===== config.mk =====
export PLATFORM = sky130hd
export DESIGN_NAME = morph_seq
export DESIGN_NICKNAME = d
export VERILOG_FILES = /design/src/rtl/morph_pkg.sv /design/src/rtl/morph_frame_track.sv /design/src/rtl/morph_dilate3.sv /design/src/rtl/morph_seq.sv
export SDC_FILE = /design/constraint.sdc
export NUM_CORES = 1
export LEC_CHECK = 0
export ABC_CLOCK_PERIOD_IN_PS = 3800
export BUFFER_PORTS_ARGS = -buffer_cell sky130_fd_sc_hd__buf_2
export CAP_MARGIN = 20
export CORE_ASPECT_RATIO = 1.25
export CORE_UTILIZATION = 61
export DETAILED_ROUTE_END_ITERATION = 8
export GPL_ROUTABILITY_DRIVEN = 0
export PLACE_DENSITY = 0.84
export SLEW_MARGIN = 20
export SYNTH_ARGS = -nofsm -noshare
export SYNTH_HDL_FRONTEND = slang
export SYNTH_SLANG_ARGS = --single-unit

===== constraint.sdc =====
create_clock -name clk -period 3.8 [get_ports clk]
set_clock_uncertainty 0.15 [all_clocks]
set_input_delay 0.57 -clock clk [delete_from_list [all_inputs] [get_ports clk]]
set_output_delay 0.57 -clock clk [all_outputs]
set_load 0.02 [all_outputs]

===== src/rtl/morph_pkg.sv =====
package morph_pkg;

  // Operator code, packed as {sel_pair, sel_inv}
  typedef enum logic [1:0] {
    OP_DILATE = 2'b00,
    OP_ERODE  = 2'b01,
    OP_CLOSE  = 2'b10,
    OP_OPEN   = 2'b11
  } morph_op_e;

  // Which frame borders the current window centre touches
  typedef struct packed {
    logic top;
    logic bot;
    logic lft;
    logic rgt;
  } edge_t;

  localparam int NUM_PASS = 2;

endpackage


===== src/rtl/morph_frame_track.sv =====
module morph_frame_track
  import morph_pkg::*;
#(
  parameter int IMG_W = 16,
  parameter int IMG_H = 8,
  parameter int NSTG  = 2
) (
  input  logic             clk,
  input  logic             rst_n,
  input  logic             in_valid,
  input  logic             in_sof,
  input  logic             two_pass,
  output logic             adv,
  output logic             take,
  output logic             act,
  output logic             feed,
  output logic [NSTG-1:0]  cv,
  output edge_t [NSTG-1:0] edg
);

  localparam int NPIX  = IMG_W * IMG_H;
  localparam int LAST1 = NPIX + IMG_W;          // last tick, one pass
  localparam int LAST2 = NPIX + 2 * IMG_W + 2;  // last tick, two passes
  localparam int TW    = $clog2(NPIX + 2 * IMG_W + 4);
  localparam int RW    = (IMG_H > 2) ? $clog2(IMG_H) : 1;
  localparam int CW    = (IMG_W > 2) ? $clog2(IMG_W) : 1;

  logic          start;
  logic          act_q, act_d;
  logic [TW-1:0] t_q, t_d, kidx, last;

  assign start = in_valid & in_sof;
  assign act   = act_q;
  assign feed  = act_q & (t_q < TW'(NPIX));
  assign adv   = start | (act_q & (~feed | in_valid));
  assign take  = start | (feed & in_valid);
  assign kidx  = start ? '0 : t_q;
  assign last  = two_pass ? TW'(LAST2) : TW'(LAST1);

  always_comb begin
    act_d = act_q;
    t_d   = t_q;
    if (start) begin
      act_d = 1'b1;
      t_d   = TW'(1);
    end else if (act_q && adv) begin
      t_d = t_q + TW'(1);
      if (t_q == last) act_d = 1'b0;
    end
  end

  always_ff @(posedge clk or negedge rst_n) begin
    if (!rst_n) begin
      act_q <= 1'b0;
      t_q   <= '0;
    end else begin
      act_q <= act_d;
      if (adv) t_q <= t_d;
    end
  end

  for (genvar s = 0; s < NSTG; s++) begin : g_stage
    localparam int OFF = (s + 1) * (IMG_W + 1) + s;

    logic [RW-1:0] cr_q, cr_d;
    logic [CW-1:0] cc_q, cc_d;

    assign cv[s] = adv && (int'(kidx) >= OFF) && (int'(kidx) < OFF + NPIX);

    always_comb begin
      cr_d = cr_q;
      cc_d = cc_q;
      if (start) begin
        cr_d = '0;
        cc_d = '0;
      end else if (cv[s]) begin
        if (cc_q == CW'(IMG_W - 1)) begin
          cc_d = '0;
          cr_d = cr_q + RW'(1);
        end else begin
          cc_d = cc_q + CW'(1);
        end
      end
    end

    always_ff @(posedge clk or negedge rst_n) begin
      if (!rst_n) begin
        cr_q <= '0;
        cc_q <= '0;
      end else if (start || cv[s]) begin
        cr_q <= cr_d;
        cc_q <= cc_d;
      end
    end

    assign edg[s] = '{top: (cr_q == '0),
                      bot: (cr_q == RW'(IMG_H - 1)),
                      lft: (cc_q == '0),
                      rgt: (cc_q == CW'(IMG_W - 1))};
  end

endmodule


===== src/rtl/morph_dilate3.sv =====
module morph_dilate3
  import morph_pkg::*;
#(
  parameter int IMG_W = 16
) (
  input  logic       clk,
  input  logic       rst_n,
  input  logic       adv,
  input  logic       cv,
  input  edge_t      edg,
  input  logic [8:0] se,
  input  logic       x,
  output logic       o
);

  localparam int SRL = 2 * IMG_W + 2;

  logic [SRL-1:0] sr_q, sr_d;
  logic [8:0]     tap;
  logic           hit, o_q, o_d;

  // sr_q[j] holds the pixel that entered j+1 ticks ago
  for (genvar i = 0; i < 9; i++) begin : g_tap
    localparam int DR = i / 3 - 1;
    localparam int DC = i % 3 - 1;
    localparam int D  = (IMG_W + 1) - DR * IMG_W - DC;
    logic pix;
    if (D == 0) begin : g_new
      assign pix = x;
    end else begin : g_old
      assign pix = sr_q[D-1];
    end
    assign tap[i] = se[i] && pix
                    && !(DR < 0 && edg.top) && !(DR > 0 && edg.bot)
                    && !(DC < 0 && edg.lft) && !(DC > 0 && edg.rgt);
  end

  assign hit  = |tap;
  assign sr_d = {sr_q[SRL-2:0], x};
  assign o_d  = cv ? hit : 1'b0;

  always_ff @(posedge clk or negedge rst_n) begin
    if (!rst_n) begin
      sr_q <= '0;
      o_q  <= 1'b0;
    end else if (adv) begin
      sr_q <= sr_d;
      o_q  <= o_d;
    end
  end

  assign o = o_q;

endmodule


===== src/rtl/morph_seq.sv =====
module morph_seq
  import morph_pkg::*;
#(
  parameter int IMG_W = 16,
  parameter int IMG_H = 8
) (
  input  logic       clk,
  input  logic       rst_n,
  input  logic       in_valid,
  input  logic       in_sof,
  input  logic       in_tag,
  input  logic [8:0] se_mask,
  input  logic       sel_inv,
  input  logic       sel_pair,
  output logic       out_valid,
  output logic       out_tag
);

  localparam int NSTG = NUM_PASS;

  logic [1:0]       rst_pipe;
  logic             rst_int;
  logic             start;
  logic             frm_adv, frm_take, frm_act, frm_feed;
  logic [NSTG-1:0]  cen_ok;
  edge_t [NSTG-1:0] cen_edg;
  logic [NSTG-1:0]  eng_x, eng_o;
  logic [1:0]       sel_q, sel_d;
  logic [8:0]       se_q, se_d;
  logic             inv_now;
  logic             ov_q, ov_d;
  morph_op_e        op;

  // reset asserts at once, releases on a clock edge
  always_ff @(posedge clk or negedge rst_n) begin
    if (!rst_n) rst_pipe <= '0;
    else        rst_pipe <= {rst_pipe[0], 1'b1};
  end
  assign rst_int = rst_pipe[1];

  assign start   = in_valid & in_sof;
  assign sel_d   = start ? {sel_pair, sel_inv} : sel_q;
  assign se_d    = start ? se_mask : se_q;
  assign inv_now = start ? sel_inv : sel_q[0];
  assign op      = morph_op_e'(sel_q);

  always_ff @(posedge clk or negedge rst_int) begin
    if (!rst_int) begin
      sel_q <= '0;
      se_q  <= '0;
    end else if (start) begin
      sel_q <= sel_d;
      se_q  <= se_d;
    end
  end

  morph_frame_track #(
    .IMG_W (IMG_W),
    .IMG_H (IMG_H),
    .NSTG  (NSTG)
  ) u_trk (
    .clk      (clk),
    .rst_n    (rst_int),
    .in_valid (in_valid),
    .in_sof   (in_sof),
    .two_pass (sel_q[1]),
    .adv      (frm_adv),
    .take     (frm_take),
    .act      (frm_act),
    .feed     (frm_feed),
    .cv       (cen_ok),
    .edg      (cen_edg)
  );

  assign eng_x[0] = frm_take ? (in_tag ^ inv_now) : 1'b0;

  for (genvar s = 0; s < NSTG; s++) begin : g_pass
    if (s > 0) begin : g_link
      assign eng_x[s] = ~eng_o[s-1];
    end
    morph_dilate3 #(
      .IMG_W (IMG_W)
    ) u_dil (
      .clk   (clk),
      .rst_n (rst_int),
      .adv   (frm_adv),
      .cv    (cen_ok[s]),
      .edg   (cen_edg[s]),
      .se    (se_q),
      .x     (eng_x[s]),
      .o     (eng_o[s])
    );
  end

  assign ov_d = sel_q[1] ? cen_ok[NSTG-1] : cen_ok[0];

  always_ff @(posedge clk or negedge rst_int) begin
    if (!rst_int) ov_q <= 1'b0;
    else          ov_q <= ov_d;
  end

  assign out_valid = ov_q;

  always_comb begin
    unique case (op)
      OP_DILATE: out_tag = eng_o[0];
      OP_ERODE:  out_tag = ~eng_o[0];
      OP_CLOSE:  out_tag = ~eng_o[NSTG-1];
      default:   out_tag = eng_o[NSTG-1];
    endcase
  end

endmodule


[Yosys cells after proc, flatten, opt, wreduce, memory -nomap -nowiden]
Cells that the tools add are included.
Operators by class
  bitwise operators: 11
  muxes and demuxes: 25
  add/subtract/negate cells: 5
  magnitude comparators: 5
  reductions and logical operators: 76
  equal/unequal tests: 7
Operators by type and width (number)
  $logic_and A1 B1 Y1: 47
  $lt A8 B8 Y1 const B: 3
  $mux W4: 6
  $mux W8: 3
  $mux W3: 6
  $reduce_or A9 Y1: 2
  $reduce_bool A2 Y1: 6
  $add A4 B1 Y4 const B: 2
  $add A8 B1 Y8 const B: 1
  $eq A4 B4 Y1 const B: 2
  $eq A8 B8 Y1: 1
  $ge A8 B5 Y1 const B: 1
  $ge A8 B6 Y1 const B: 1
  $logic_not A1 Y1: 8
  $logic_not A4 Y1: 2
  $mux W1: 8
  $reduce_and A2 Y1: 4
  $add A3 B1 Y3 const B: 2
  $eq A3 B3 Y1 const B: 2
  $logic_not A3 Y1: 2
  $mux W6: 1
  $reduce_and A3 Y1: 2
  $and A1 B1 Y1: 4
  $not A1 Y1: 3
  other kinds (7): 10
Storage, ports and cells
  input port bits: 16
  register bits: 107
  output and inout port bits: 2

[Depth between registers and ports, before layout]
  depth in word-level cells: 10
  gate-level depth with buffers: 7
  depth with buffers taken out: 7

[Hierarchy]
A second synthesis with hierarchy kept.
Second synthesis, totals
  cells, all modules: 370
  area total of the unflattened synthesis: 5003.5 um^2
By module, submodules not included
  morph_dilate3: area each 1525.2 um^2, instances 2, cells an instance 90, seq. area each 875.8 um^2
  morph_frame_track: area each 1406.3 um^2, instances 1, cells an instance 155, seq. area each 575.6 um^2
  morph_seq: area each 546.8 um^2, instances 1, cells an instance 35, seq. area each 350.3 um^2

[Worst setup path before layout]
OpenSTA, ideal clock, no wires.
  path kind: register to register
  from: reg u_trk.t_q[1]
  to: reg u_trk.g_stage[1].cc_q[1]
  path slack: 1.818 ns
  buffers on the path: 1
  setup time: 0.132 ns
  period minus slack after synthesis: 1.982 ns
  stages on the path, launching flop included: 7
  data arrival time: 1.700 ns
  data required time: 3.518 ns
  cells stage by stage: dfrtp_1 > buf_6 > a2111o_1 > a21oi_2 > mux2i_2 > mux2i_1 > nor2_1
Between the ends
  cells in the longest elaborated chain, start to end: 10
  elaborated cells on any way between the ends: 14
  those cells by class: 3 x order compare; 1 x mux; 5 x bitwise; 5 x reduce/logical
Ends and longest elaborated chain
  from (decl): RTL line morph_frame_track.sv:30  | logic [TW-1:0] t_q, t_d, kidx, last;
  from (signal assigned): RTL line morph_frame_track.sv:58  | if (adv) t_q <= t_d;
  $lt A8 B8 Y1: RTL line morph_frame_track.sv:34  | assign feed = act_q & (t_q < TW'(NPIX));
  $and A1 B1 Y1: RTL line morph_frame_track.sv:34
  $not A1 Y1: RTL line morph_frame_track.sv:35  | assign adv = start | (act_q & (~feed | in_valid));
  $or A1 B1 Y1: RTL line morph_frame_track.sv:35
  $and A1 B1 Y1: RTL line morph_frame_track.sv:35
  $or A1 B1 Y1: RTL line morph_frame_track.sv:35
  $logic_and A1 B1 Y1: RTL line morph_frame_track.sv:68  | assign cv[s] = adv && (int'(kidx) >= OFF) && (int'(kidx) < OFF + NPIX);
  $logic_and A1 B1 Y1 (*): RTL line morph_frame_track.sv:68
  $reduce_bool A2 Y1 (no line) or $logic_or A1 B1 Y1 (tied branches)
  $reduce_and A2 Y1 (no line) (*)
  to (signal assigned): RTL line morph_frame_track.sv:89  | cc_q <= '0;
  to (signal assigned): RTL line morph_frame_track.sv:92  | cc_q <= cc_d;
  to (decl): RTL line morph_frame_track.sv:66  | logic [CW-1:0] cc_q, cc_d;
Every way passes the cells marked *; elsewhere a longest branch is shown, timed or not.
A chain may end at the register's enable or synchronous reset.

[Worst setup path in the final report]
  from: in in_valid
  to: reg u_trk.g_stage[0].cr_q[2]
Between the ends
  cells in the longest elaborated chain, start to end: 7
  elaborated cells on any way between the ends: 14
  those cells by class: 2 x order compare; 2 x mux; 4 x bitwise; 6 x reduce/logical
Ends and longest elaborated chain
  from (decl): RTL line morph_seq.sv:9  | input logic in_valid,
  $and A1 B1 Y1 or $or A1 B1 Y1 (tied branches): RTL line morph_frame_track.sv:32, morph_frame_track.sv:35
  $mux W8 or $and A1 B1 Y1 (tied branches): RTL line morph_frame_track.sv:37, morph_frame_track.sv:35
  $ge A8 B5 Y1 or $or A1 B1 Y1 (tied branches): RTL line morph_frame_track.sv:68, morph_frame_track.sv:35
  $logic_and A1 B1 Y1 (2 in series): RTL line morph_frame_track.sv:68
  $reduce_bool A2 Y1 (no line) or $logic_or A1 B1 Y1 (tied branches)
  $reduce_and A3 Y1 (no line)
  to (signal assigned): RTL line morph_frame_track.sv:91  | cr_q <= cr_d;
  to (decl): RTL line morph_frame_track.sv:65  | logic [RW-1:0] cr_q, cr_d;
Several ways; a longest one is shown, not always the timed one.

==> results.cfg <==
[finish]
drive_gt1_share_pct = 8.39
utilization_pct = 68.8
num_antenna_cells = 0
fin_area_um2 = 5120
area_growth_syn_to_layout_pct = 8.14
nets = 570
final_cell_mix = nand2_1 (254), dfrtp_1 (106), a21oi_1 (17), buf_2 (17), nand3_1 (15)
final_common_cell = nand2_1

[synthesis]
yosysTopAreaCell = dfrtp_1
syn_area_um2 = 4730
yosysWarnings = 0
synthArstFlopShare_pct = 100
synth_enable_flop_cells = 0
yosysTopAreaCellShare_pct = 56.6
synth_cell_types = 49
synth.area.top_cells = dfrtp_1 (57%), nand2_1 (20%), ha_1 (2.9%)
synthCells = 536
ys_seq_area_share_pct = 56.6
avgSynthCellArea_um2 = 8.83
synth_flop_cell = dfrtp_1
synth-seq-cells = 107
syn_nets = 563

[floorplanning]
start_util_pct = 63.6
die_area_um2 = 8120
num_rows = 35
core_area_um2 = 7440
pin_count = 18
die_x_um = 80.8
die_h_um = 101

[route]
drc = 0
drt-total-wl_mm = 9.01
dr_wl_met2_mm = 4.49
vias = 3582
detail_route.wl_per_cell_um = 14.1
drt_iter0_drc = 237
dr.max_layer_used = met4
drt-met1-wl_mm = 4.01
wl_met3_um = 361
vias_per_cell = 5.60
dr.pass1.iters = 4
antenna_left = 0

[sta]
rsz0062_at_grt = false
finalSetupViolCount = 0
fin_setup_tns_ns = 0
max_freq_mhz = 449
setup_slack_ns = 1.57
relSlewSlack_pct = 52.1
finalCriticalPeriod_ns = 2.23
hold_violations = 0
tightest_slew_ns = 0.716
period_share_pct = 58.6
drv_slew = 0

[cts]
clock_sink_count = 107
clk_latency_ns = 0.36
cts_resized = 0
htreeDepth = 3
clkTransAtPathRegs_ns = 0.11
cts_inserted_buffers = 9
cts_buffer_depth = 2
cts.root.buffer_cell = clkbuf_8
tritoncts = done

[global_routing]
grt_antenna_before_repair = 0
grt_pass1_vias = 3471
grt_pass1_wl_mm = 15.5
grt_usage_pct = 25.0
grt-ovfl-total = 0
grt_start_max_net_pins = 88

[placement]
portBuffers = 17
dpl_cell_area_um2 = 4880
hpwl_mm = 5.87
dpl_worst_slack_ns = 1.22

[worst_setup_path]
crit_type = input pin to flop
r2r_end = u_trk.g_stage[1].cc_q[1]
r2r_start = u_trk.t_q[1]
ff2ff_path_depth = 5
crit_fanout = 22
setup.worst_path.start = in_valid
reg2reg_slack_ns = 1.59
critPathRequiredTime_ns = 3.94
critPathLaunchType = input pin
critPathArrivalTime_ns = 2.37
end_kind = flop
crit_path_end = u_trk.g_stage[0].cr_q[2]

[flow_run]
maxCapViolations = 0

[worst_hold_path]
hold_path_class = flop to async pin

[pwr]
ir_worst_vdd_mv = 0.311
p_per_area_nw_per_um2 = 486
p_leak_nw = 2.70

[run_status]
status = completed
[synth_stat cells (4+ instances only)]
cell type,instances
ha_1,11
o21ai_0,12
a32oi_1,4
xnor2_1,5
nand3_1,15
buf_2,4
a21oi_1,17
mux2i_1,5
nand2_1,255
nor2_1,13
dfrtp_1,107
and3_1,4
clkbuf_1,19
inv_1,11
[power breakdown]
part / internal (mW) / leakage [nW] / total, mW / switching, mW
logic: 0.124 / 1.18 / 0.309 / 0.185
registers: 1.32 / 1.41 / 1.46 / 0.145
clock network: 0.317 / 0.104 / 0.720 / 0.403
total: 1.76 / 2.70 / 2.49 / 0.734
[through the flow]
stage,total power [mW],cells,hold slack (ns)
floorplan,1.69,536,0.124
global placement,1.76,622,0.190
detailed placement,1.79,622,0.189
CTS,2.50,639,0.219
global route,2.63,640,0.158
finish,2.49,640,0.117
[worst max-delay path: stages]
cell and delay [ns]:
buf_2 0.12, nand2_1 0.42, and3_1 0.43, mux2i_1 0.45, o21ai_0 0.20, a21oi_1 0.17
[flip-flops by register name (all words and copies together) (netlist names)]
register	count
u_trk.act	1
se_q	9
g_pass.u_dil.o	2
u_trk.g_stage.cr_q	6
u_trk.t_q	8
out_valid	1
rst_pipe	2
u_trk.g_stage.cc_q	8
g_pass.u_dil.sr_q	68
op	2
[cell type report]
| cell class | instances | area, um^2 |
|---|---|---|
| flip-flops and latches | 107 | 2680 |
| fillers | 560 | 2320 |
| multi-input cells | 391 | 1910 |
| repair buffers | 23 | 165 |
| clock buffers | 9 | 124 |
| well taps | 92 | 115 |
| clock inverters | 7 | 82.6 |
| inverters | 11 | 41.3 |
[what timing repair did]
item	4_1_cts	5_1_grt
hold buffers	1	0
setup buffers	0	0
hold endpoints to repair	2	0
[worst min-delay path by stage]
stage,startpoint,end,slack (ns),cells past startpoint
2_1_floorplan,rst_n,rst_pipe[0],0.12,0
3_3_place_gp,rst_pipe[0],rst_pipe[1],0.19,0
3_5_place_dp,rst_pipe[0],rst_pipe[1],0.19,0
4_1_cts,rst_pipe[0],rst_pipe[1],0.22,0
5_1_grt,rst_pipe[1],u_trk.g_stage[0].cc_q[1],0.16,0
6_report,rst_pipe[1],u_trk.g_stage[0].cc_q[1],0.12,0
[cell families (layout without fill, tap and decap cells)]
kind of cell / after synthesis / in the layout / synth area share (%)
other cells: 1 / 1 / 0.0792
fa+ha+maj: 11 / 11 / 2.91
xor+xnor: 8 / 8 / 1.48
simple gates: 310 / 310 / 26.7
mux: 7 / 7 / 1.59
compound gates: 54 / 54 / 7.37
flops: 107 / 107 / 56.6
buf+inv: 38 / 50 / 3.30
[per-layer routing]
layer,vias to the layer above,global-route usage [%]
met5,-,0
met4,0,11.5
met3,14,4.25
met2,92,38.9
met1,1735,34.3
li1,1741,-
(Power assumes the default switching activity.)
